$ cat src/rtl/snoop_xbar_router.sv
module snoop_xbar_router #(
  parameter int N_UP        = 3,
  parameter int N_DN        = 2,
  parameter int AW          = 8,
  parameter int REGION_BITS = 6,
  parameter int BW          = 4,
  parameter int HDR_CYC     = 2,
  localparam int N_DST      = N_DN + 1,
  localparam int SW         = (N_UP > 1) ? $clog2(N_UP) : 1,
  localparam int DW         = (N_DST > 1) ? $clog2(N_DST) : 1
) (
  input  logic               clk,
  input  logic               rst_n,
  input  logic [N_UP-1:0]    snoop_cfg,
  input  logic               bypass_mode,
  input  logic [N_UP-1:0]    up_valid,
  input  logic [N_UP*AW-1:0] up_addr,
  input  logic [N_UP-1:0]    up_uncache,
  input  logic [N_UP-1:0]    up_express,
  input  logic [N_UP*BW-1:0] up_beats,
  output logic [N_UP-1:0]    up_ready,
  output logic [N_UP-1:0]    up_retry,
  output logic [N_DST-1:0]   dn_valid,
  output logic [AW-1:0]      dn_addr,
  output logic [BW-1:0]      dn_beats,
  output logic [SW-1:0]      dn_src,
  output logic               dn_express,
  input  logic [N_DST-1:0]   dn_ready,
  input  logic [N_DST-1:0]   dn_retry,
  output logic [N_UP-1:0]    snp_valid,
  output logic [AW-1:0]      snp_addr
);
  localparam int HW = $clog2(HDR_CYC + 1);
  localparam int CW = (HW > BW) ? HW : BW;
  localparam int RW = AW - REGION_BITS;

  typedef enum logic [1:0] {L_OPEN, L_BUSY, L_FAILED} layer_t;

  layer_t          state;
  logic [CW-1:0]   cnt;
  logic            seen;
  logic [DW-1:0]   fail_dst;
  logic [SW-1:0]   fail_src;
  logic [N_UP-1:0] snoop_q;

  logic            sel_ok, sel_exp;
  logic [SW-1:0]   sel;
  logic [AW-1:0]   addr;
  logic [RW-1:0]   region;
  logic [DW-1:0]   dest;
  logic            open_l, accepted, refused, nfire;

  assign open_l = (state == L_OPEN);

  always_comb begin
    sel_ok  = 1'b0;
    sel_exp = 1'b0;
    sel     = '0;
    for (int i = 0; i < N_UP; i++)
      if (!sel_ok && up_valid[i] && up_express[i]) begin
        sel_ok = 1'b1; sel_exp = 1'b1; sel = SW'(i);
      end
    for (int i = 0; i < N_UP; i++)
      if (!sel_ok && open_l && up_valid[i] && !up_express[i]) begin
        sel_ok = 1'b1; sel = SW'(i);
      end
  end

  assign addr   = up_addr[sel*AW +: AW];
  assign region = addr[AW-1:REGION_BITS];
  assign dest   = (region < RW'(N_DN)) ? DW'(region) : DW'(N_DN);

  assign accepted = sel_ok && (sel_exp || dn_ready[dest]);
  assign nfire    = sel_ok && !sel_exp && dn_ready[dest];
  assign refused  = sel_ok && !sel_exp && !dn_ready[dest];

  assign dn_valid   = sel_ok ? (N_DST'(1) << dest) : '0;
  assign dn_addr    = addr;
  assign dn_beats   = up_beats[sel*BW +: BW];
  assign dn_src     = sel;
  assign dn_express = sel_ok && sel_exp;
  assign up_ready   = accepted ? (N_UP'(1) << sel) : '0;

  assign snp_valid = (accepted && !up_uncache[sel] && !bypass_mode)
                   ? (snoop_q & ~(N_UP'(1) << sel)) : '0;
  assign snp_addr  = addr;

  always_ff @(posedge clk)
    if (!rst_n) snoop_q <= snoop_cfg;

  always_ff @(posedge clk or negedge rst_n) begin
    if (!rst_n) begin
      state    <= L_OPEN;
      cnt      <= '0;
      seen     <= 1'b0;
      fail_dst <= '0;
      fail_src <= '0;
      up_retry <= '0;
    end else begin
      up_retry <= '0;
      case (state)
        L_OPEN: begin
          if (nfire) begin
            state <= L_BUSY;
            cnt   <= (dn_beats == '0) ? CW'(1) : CW'(dn_beats);
          end else if (refused) begin
            state    <= L_FAILED;
            cnt      <= CW'(HDR_CYC);
            seen     <= 1'b0;
            fail_dst <= dest;
            fail_src <= sel;
          end
        end
        L_BUSY: begin
          cnt <= cnt - 1'b1;
          if (cnt == CW'(1)) state <= L_OPEN;
        end
        default: begin
          if (cnt != '0) begin
            cnt <= cnt - 1'b1;
            if (dn_retry[fail_dst]) seen <= 1'b1;
          end else if (seen || dn_retry[fail_dst]) begin
            state              <= L_OPEN;
            up_retry[fail_src] <= 1'b1;
          end
        end
      endcase
    end
  end
endmodule

$ cat config.mk
export PLATFORM = sky130hd
export DESIGN_NAME = snoop_xbar_router
export DESIGN_NICKNAME = d
export VERILOG_FILES = /design/src/rtl/snoop_xbar_router.sv
export SDC_FILE = /design/constraint.sdc
export NUM_CORES = 1
export LEC_CHECK = 0
export BUFFER_PORTS_ARGS = -buffer_cell sky130_fd_sc_hd__buf_4
export CAP_MARGIN = 20
export CORE_ASPECT_RATIO = 0.75
export CORE_MARGIN = 1.5
export CORE_UTILIZATION = 45
export DETAILED_ROUTE_END_ITERATION = 6
export GPL_ROUTABILITY_DRIVEN = 0
export PLACE_DENSITY = 0.85
export RECOVER_POWER = 25
export SKIP_LAST_GASP = 1
export SLEW_MARGIN = 20
export SYNTH_ARGS = -nofsm -noshare
export SYNTH_HDL_FRONTEND = slang
export SYNTH_SLANG_ARGS = --single-unit
$ cat constraint.sdc
create_clock -name clk -period 6.4 [get_ports clk]
set_clock_uncertainty 0.15 [all_clocks]
set_input_delay 1.28 -clock clk [delete_from_list [all_inputs] [get_ports clk]]
set_output_delay 1.28 -clock clk [all_outputs]
set_load 0.005 [all_outputs]
Word level (Yosys, flattened, before mapping):

Index checks and enable logic that the tools add are counted.

* register bits after elaboration: 17
* latch bits: 0
* memory bits (writable): 0
* memory bits (read-only): 0
* input bits: 57
* output and inout port bits: 35
* word-level logic and storage cells: 118
* memories kept: 0

* add/subtract/negate cells: 1
* $mul: 0
* divide/modulo/power cells: 0
* $lt $le $gt $ge: 6
* equality and inequality tests: 7
* shift operators: 4
* mux-type cells: 42
* bitwise gates (word level): 4
* reduce and logical (&&, ||, !) cells: 47

Operator list (count)
* variable part select 24 x 6 -> 8 bit: 1
* logical AND 1 bit: 22
* 2-to-1 mux 2 bit: 10
* 2-to-1 mux 3 bit: 6
* 2-to-1 mux 4 bit: 4
* 2-to-1 mux 1 bit: 15
* less-than comparator 2 x 3 -> 1 bit, second input constant: 4
* variable part select 12 x 5 -> 4 bit: 1
* zero test 1 bit: 11
* one-hot mux 4 bit (2 select lines): 1
* binary-select mux 1 bit (select 2 bit): 3
* nonzero test 3 bit: 2
* << shifter 1 x 2 -> 3 bit, first input constant: 2
* AND reduction 5 bit: 1
* equality test 4 x 1 -> 1 bit, second input constant: 1
* zero test 4 bit: 1
* inequality test 2 bit, second input constant: 2
* one-hot mux 2 bit (2 select lines): 1
* AND reduction 4 bit: 1
* nonzero test 2 bit: 2
* nonzero test 4 bit: 1
* subtractor 4 x 1 -> 4 bit, second input constant: 1
* bitwise AND 3 bit: 1
* inequality test 3 x 1 -> 1 bit, second input constant: 1
* 14 further kinds: 16

Logic depth before layout (Yosys ltp):

Gate-level depths: netlist (run 1).

* depth after elaboration: 35
* mapped depth: 9
* mapped depth without buffers: 8

Least setup slack after synthesis (run 1):

OpenSTA, ideal clock, no wires.

* path type: in2out
* start: input port up_express[0]
* end: output port snp_valid[0]
* arrival: 2.833 ns
* required time: 4.970 ns
* slack: 2.137 ns
* cell stages on the path: 8
* path buffers: 1
* cell sequence: a22oi_1 and2_1 buf_2 a211oi_2 or3b_4 a31oi_4 a21oi_2 nor3_1

* word-level cells in the longest chain between the ends: 35
* elaborated cells between the ends (all ways): 47
* classes of those cells: order compare: 1; shift: 2; mux: 17; bitwise: 2; reduce/logical: 25

Ends and longest elaborated chain
* start: declaration: line 19 `input logic [N_UP-1:0] up_express,`
* logical AND 1 bit: line 60 `if (!sel_ok && up_valid[i] && up_express[i]) begin`
* 2-to-1 mux 1 bit: line 60
* zero test 1 bit: line 60
* logical AND 1 bit (2 in series): line 60
* 2-to-1 mux 1 bit: line 60
* zero test 1 bit: line 60
* logical AND 1 bit (2 in series): line 60
* 2-to-1 mux 1 bit: line 60
* (+16 left out)
* less-than comparator 2 bit: line 71 `assign dest = (region < RW'(N_DN)) ? DW'(region) : DW'(N_DN);`
* 2-to-1 mux 2 bit: line 71
* binary-select mux 1 bit (select 2 bit): line 73 `assign accepted = sel_ok && (sel_exp || dn_ready[dest]);`
* 2-to-1 mux 1 bit (implied by the code): line 73
* logical OR 1 bit: line 73
* logical AND 1 bit: line 73
* logical AND 1 bit (2 in series): line 84 `assign snp_valid = (accepted && !up_uncache[sel] && !bypass_mode)`
* 2-to-1 mux 3 bit (*): line 85 `? (snoop_q & ~(N_UP'(1) << sel)) : '0;`
* end: declaration: line 30 `output logic [N_UP-1:0] snp_valid,`

Mark *: on every way between the ends. The rest lies on a longest branch, timed or not. The select of a mux whose other input is x is not followed.

Final worst setup path (run 1):

* start: input port up_express[2]
* end: output port snp_valid[1]

* word-level cells in the longest chain between the ends: 27
* elaborated cells between the ends (all ways): 38
* classes of those cells: order compare: 1; shift: 2; mux: 14; bitwise: 2; reduce/logical: 19

Ends and longest elaborated chain
* logical AND 1 bit: line 60
* 2-to-1 mux 1 bit: line 60
* zero test 1 bit: line 64 `if (!sel_ok && open_l && up_valid[i] && !up_express[i]) begin`
* logical AND 1 bit (3 in series): line 64
* 2-to-1 mux 1 bit: line 64
* zero test 1 bit: line 64
* logical AND 1 bit (3 in series): line 64
* 2-to-1 mux 1 bit: line 64
* (+6 left out)
* less-than comparator 2 bit: line 71
* 2-to-1 mux 2 bit: line 71
* binary-select mux 1 bit (select 2 bit): line 73
* 2-to-1 mux 1 bit (implied by the code): line 73
* logical OR 1 bit: line 73
* logical AND 1 bit: line 73
* logical AND 1 bit (2 in series): line 84
* 2-to-1 mux 3 bit (*): line 85

Marks and branches as above.

==> metrics.md, run 1 <==
| Metric | Value |
|---|---|
| Outcome | finished, final reports clean |
| First-pass GRT wire length | 6.22 mm |
| DRT Wirelength | 4.16 mm |
| Post-CTS Setup Inserts | 0 |
| Predominant post-synthesis flop cell | dfrtp_1 |
| Later-pin clock latency in the skew report | 0.25 ns |
| Part of the Yosys area used for sequential elements | 0.319 |
| Largest net degree at the start of global routing | 16 |
| Via-to-Cell Ratio | 5.44 |
| Slew @ Worst Pin | 0.756 ns |
| Switching share of power | 0.387 |
| YS warnings | 0 |
| DP HPWL | 3.46 mm |
| Die width | 67.0 µm |
| Clock tree buffer depth | 2 |
| Max cap viols | 0 |
| Post-route design area | 0.00207 mm² |
| Final Total Pwr | 0.000546 W |
| Initial antenna violation count | 0 |
| Post-cts sizing count | 0 |
| Wire per inst | 14.2 µm |
| Slew headroom | 0.496 |
| Cts hold-fix bufs | 0 |
| Reg clk slew, reported paths | 0.06 ns |
| Final Hold Vio Count | 0 |
| Die height | 51.0 µm |
| Worst Hold Launch | fail_src[1] |
| Slowest stage cell, crit path | or3b_4 |
| VDD IR max | 0.238 mV |
| Final nets | 315 |
| Final setup TNS | 0 ns |
| Final Instance Count excl. Fillers | 293 |
| # H-tree levels | 1 |
| Area growth, synth to finish | 50.0% |
| Crit path DAT | 3.37 ns |
| EDFF count, synth | 3 |
| Hold WC Path Type | flip-flop to flip-flop |
| Synth top area share | 0.253 |
| Placed Area | 0.00203 mm² |
| Post-layout utilization of the core | 0.706 |
| # port buffers | 91 |
| Psw | 0.000211 W |
| LEAKAGE | 1.04 nW |
| Clock power share | 0.145 |
| Row count | 17 |
| Reg area | 440 µm² |
| Area of the multi-input gates | 810 µm² |
| CTS sink cnt | 17 |
| Syn Inst Count | 172 |
| Drt drc | 0 |
| Comb power frac | 0.514 |
| Grt ovf | 0 |
| Max Clk Rate | 208 MHz |
| DP Cell Count | 289 |
| Floorplan core area | 0.00294 mm² |
| Post-DRT Antenna Nets | 0 |
| Mapped Area | 0.00138 mm² |
| CTS Buf Count | 3 |
| Min cycle time layout | 4.80 ns |
| Synth cell types | 48 |
| Period Utilization, post-route | 0.750 |
| Pint | 0.000335 W |
| Origin of the worst setup path | up_express[2] |
| Setup-failing EPs final | 0 |
| Max-slew violations | 0 |
| DRT Pass-1 Iters | 4 |
| Starting density of the core | 0.471 |
| Synth async-reset ratio | 0.824 |
| Syn nets | 231 |
| P per Cell Area | 263 mW/mm² |
| Required @ worst endpoint | 4.97 ns |
| Final-layout fill cell count | 249 |
| Critical path fanouts, max | 15 |
| CTS tree | done |
| RSZ-0062 raised after global routing | false |
| CP peak stage delay | 0.42 ns |
| Die area | 0.00342 mm² |
| Syn avg cell area | 8.04 µm² |
| Vias in the first global route | 1380 |
| IO Pins | 92 |
| Flops & latches, synth | 17 |
| Critical Path, Cell by Cell | buf_4 -> a211oi_2 -> a32oi_2 -> inv_4 -> a211oi_2 -> or3b_4 -> a31oi_4 -> a21oi_2 -> nor3_1 -> buf_4 |
| Vias | 1595 |
| Root Driver | clkbuf_8 |
| Yosys top cell by area | dfrtp_1 |
| Sequential share of power | 0.340 |
| FF-to-FF Start | state[1] |
| Top post-synthesis cells by area | dfrtp_1 25%, nand2_1 7.1%, edfxtp_1 6.5% |
| DR iter-0 viols | 90 |
| Antenna cells | 0 |
| Critical path class | primary input to primary output |
| Global Route Usage Sum | 0.239 |
| Setup crit start kind | primary input |
| Crit. End Element | primary output |
| Layout cells sized above 1 | 0.420 |
through the flow:
stage / worst slack, ns / hold slack (ns)
2_1_floorplan: 2.14 / 0.295
3_3_place_gp: 1.72 / 0.324
3_5_place_dp: 1.61 / 0.334
4_1_cts: 1.61 / 0.350
5_1_grt: 1.51 / 0.369
6_report: 1.60 / 0.350
cell usage after synthesis, drive strengths merged, types with 4 or more instances:
library cell / n
a21oi: 5
a22oi: 7
a31oi: 4
and3: 5
buf: 11
dfrtp: 14
inv: 12
nand2: 26
nand2b: 4
nand3: 5
nor2: 14
nor3: 6
o21ai: 15
worst paths after layout:
kind	end	slack, ns	cells after the start
setup / recovery	snp_valid[1]	1.60	10
hold / removal	up_retry[0]	0.35	1
setup reg to reg	fail_src[0]	3.69	8
hold reg to reg	up_retry[0]	0.35	1
max in group asynchronous	cnt[3]	4.71	1
min in group asynchronous	cnt[0]	0.92	1
registers in the layout, summed over array words and instances, names as in the netlist:
signal	count
cnt	4
fail_dst	2
fail_src	2
seen	1
snoop_q	3
state	2
up_retry	3
metal layers:
metal,global-route usage,part of all wire,routed length (µm),up-vias
met5,0,0,0,-
met4,0.0476,0.0070,29,0
met3,0.0463,0.078,326,6
met2,0.351,0.45,1860,64
met1,0.361,0.47,1950,741
li1,-,-,-,784
placed cells by master, fill, tap and decap left out, types with 3 or more instances in the layout:
cell type and instances:
buf_4 87, nand2_1 26, o21ai_0 14, dfrtp_1 14
nor2_1 13, inv_1 11, a22oi_1 7, nor3_1 6
nand3_1 5, and3_1 5, nand2b_1 4, and2_1 3
nor2b_1 3, a31oi_1 3, a221oi_1 3, a21oi_1 3
nand4_1 3, clkbuf_8 3, clkbuf_4 3, edfxtp_1 3
cell families (layout without fill, tap and decap cells):
| family | Yosys count | count (layout) | share of synthesized area |
|---|---|---|---|
| simple gates | 75 | 75 | 0.266 |
| compound gates | 49 | 49 | 0.264 |
| buf+inv | 25 | 108 | 0.0959 |
| flops | 17 | 17 | 0.319 |
| mux | 4 | 4 | 0.0371 |
| fa+ha+maj | 2 | 2 | 0.0181 |
cell type report:
class,count,share of cell area
well taps,38,0.0229
clock buffers,4,0.0217
inverters,13,0.0247
flip-flops and latches,17,0.212
multi-input cells,130,0.390
repair buffers,91,0.328
power by group through the flow:
stage,clock (W),sequential [W],combinational [W]
after floorplan,0,0.000170,0.000187
after global placement,0,0.000185,0.000271
after detailed placement,0,0.000186,0.000281
after CTS,0.0000805,0.000185,0.000282
after global routing,0.0000843,0.000192,0.000314
final,0.0000794,0.000186,0.000281
worst max-delay path: cells and delay by family:
family / cells / cell delay (ns)
AO/OA/AOI/OAI: 5 / 0.99
buffers and inverters: 3 / 0.48
AND/OR/NAND/NOR: 2 / 0.62
(Power assumes the default switching activity.)
==> run 2: changes to the inputs <==
- CORE_UTILIZATION: 45 -> 42
- PLACE_DENSITY: 0.85 -> 0.8
- clock period: 6.4 -> 4.8 ns (I/O delays scaled with it)
==> metrics.md, run 2 (synthesis gave the netlist of run 1 again) <==
| Metric | Value |
|---|---|
| Initial antenna violation count | 0 |
| Critical path fanouts, max | 15 |
| Slew @ Worst Pin | 0.751 ns |
| Post-cts sizing count | 0 |
| Die area | 0.00365 mm² |
| Slowest stage cell, crit path | or3b_4 |
| Max reg flops | 4 |
| CTS Buf Count | 3 |
| Root Driver | clkbuf_8 |
| Max cap viols | 0 |
| Setup-failing EPs final | 0 |
| IO Pins | 92 |
| CTS tree | done |
| Max-slew violations | 0 |
| Floorplan core area | 0.00304 mm² |
| Layout cells sized above 1 | 0.420 |
| DP HPWL | 3.47 mm |
| Clock tree buffer depth | 2 |
| Final Hold Vio Count | 0 |
| Later-pin clock latency in the skew report | 0.25 ns |
| Commonest non-fill, non-tap cell in the layout | buf_4 |
| DRT Wirelength | 4.20 mm |
| Setup slack, reg-to-reg | 2.08 ns |
| Row count | 17 |
| Biggest register | cnt |
| Crit path DAT | 3.08 ns |
| Switching share of power | 0.387 |
| # H-tree levels | 1 |
| Final setup TNS | 0 ns |
| CP peak stage delay | 0.43 ns |
| Reg clk slew, reported paths | 0.06 ns |
| Routing usage on met2 | 0.362 |
| Period Utilization, post-route | 0.873 |
| Cts hold-fix bufs | 0 |
| Critical Path, Cell by Cell | buf_4 -> a211oi_2 -> a32oi_2 -> inv_4 -> a211oi_2 -> or3b_4 -> a31oi_4 -> a21oi_2 -> nor3_1 -> buf_4 |
| Top Usage Layer GRT | met2 |
| Most frequent cells in the layout | 87 x buf_4, 26 x nand2_1, 14 x o21ai_0, 14 x dfrtp_1, 13 x nor2_1 |
| Largest net degree at the start of global routing | 16 |
| Slew headroom | 0.500 |
| Sequential share of power | 0.339 |
| Max Clk Rate | 239 MHz |
| VDD IR max | 0.319 mV |
| DRT Pass-1 Iters | 4 |
| # port buffers | 91 |
| DR iter-0 viols | 81 |
| M1 GR Usage | 0.330 |
| Die height | 52.7 µm |
| RSZ-0062 raised after global routing | false |
| Global Route Usage Sum | 0.230 |
| Crit. End Element | primary output |
| Required @ worst endpoint | 3.69 ns |
| Vias | 1566 |
| Clock power share | 0.146 |
| P per Cell Area | 350 mW/mm² |
| Area growth, synth to finish | 50.0% |
| Grt ovf | 0 |
| Largest delay share family, worst path | compound AO/OA/AOI/OAI gates |
| LEAKAGE | 1.04 nW |
| First-pass GRT wire length | 6.62 mm |
| Pint | 0.000446 W |
| Post-CTS Setup Inserts | 0 |
| CTS sink cnt | 17 |
| Final Instance Count excl. Fillers | 293 |
| Post-route design area | 0.00207 mm² |
| Min cycle time layout | 4.19 ns |
| Vias in the first global route | 1384 |
| Global routing met3 resource utilization | 0.0404 |
| Hold WC Path Type | flip-flop to flip-flop |
| Final nets | 315 |
| Largest regs | cnt x4, snoop_q x3, up_retry x3 |
| Die width | 69.3 µm |
| Final Total Pwr | 0.000727 W |
| Psw | 0.000281 W |
| Outcome | finished, final reports clean |
| Post-DRT Antenna Nets | 0 |
| Critical path class | primary input to primary output |
| Drt drc | 0 |
| Placed Area | 0.00203 mm² |
| Wire per inst | 14.3 µm |
| Antenna cells | 0 |
| DP Cell Count | 289 |
| Via-to-Cell Ratio | 5.34 |
| Comb power frac | 0.514 |
| CP bufs+invs | 3 |
| Starting density of the core | 0.455 |
| Setup crit start kind | primary input |
-- run 2: final timing paths --
check / startpoint / cells after the start / end
max in group asynchronous: rst_n / 1 / cnt[0]
max reg2reg: state[1] / 8 / fail_src[0]
min reg2reg: fail_src[1] / 1 / up_retry[0]
max: up_express[2] / 10 / snp_valid[1]
min in group asynchronous: rst_n / 1 / cnt[2]
min: fail_src[1] / 1 / up_retry[0]
-- run 2: cell type report --
cell class                      count  area, µm²
Timing Repair Buffer               91        679
Tap cell                           38       47.5
Sequential cell                    17        440
Multi-Input combinational cell    130        810
Fill cell                         266        968
Inverter                           13       51.3
Clock buffer                        4       45.0
-- run 2: stage by stage --
stage	hold slack (ns)	utilization	setup slack [ns]
floorplan	0.295	-	1.18
finish	0.337	0.682	0.608
detailed placement	0.329	0.668	0.652
global route	0.361	0.682	0.462
CTS	0.334	0.683	0.651
global placement	0.320	0.668	0.732
-- run 2: power by group through the flow --
stage / registers, W / clock network (W) / logic [W]
after global routing: 0.000254 / 0.000116 / 0.000416
final: 0.000247 / 0.000106 / 0.000374
after detailed placement: 0.000248 / 0 / 0.000370
after CTS: 0.000245 / 0.000108 / 0.000374
after floorplan: 0.000227 / 0 / 0.000250
after global placement: 0.000247 / 0 / 0.000363
-- run 2: routing by layer --
layer,vias up,wire length (µm)
li1,785,-
met1,724,1970
met2,53,1930
met3,4,268
met4,0,27
met5,-,0
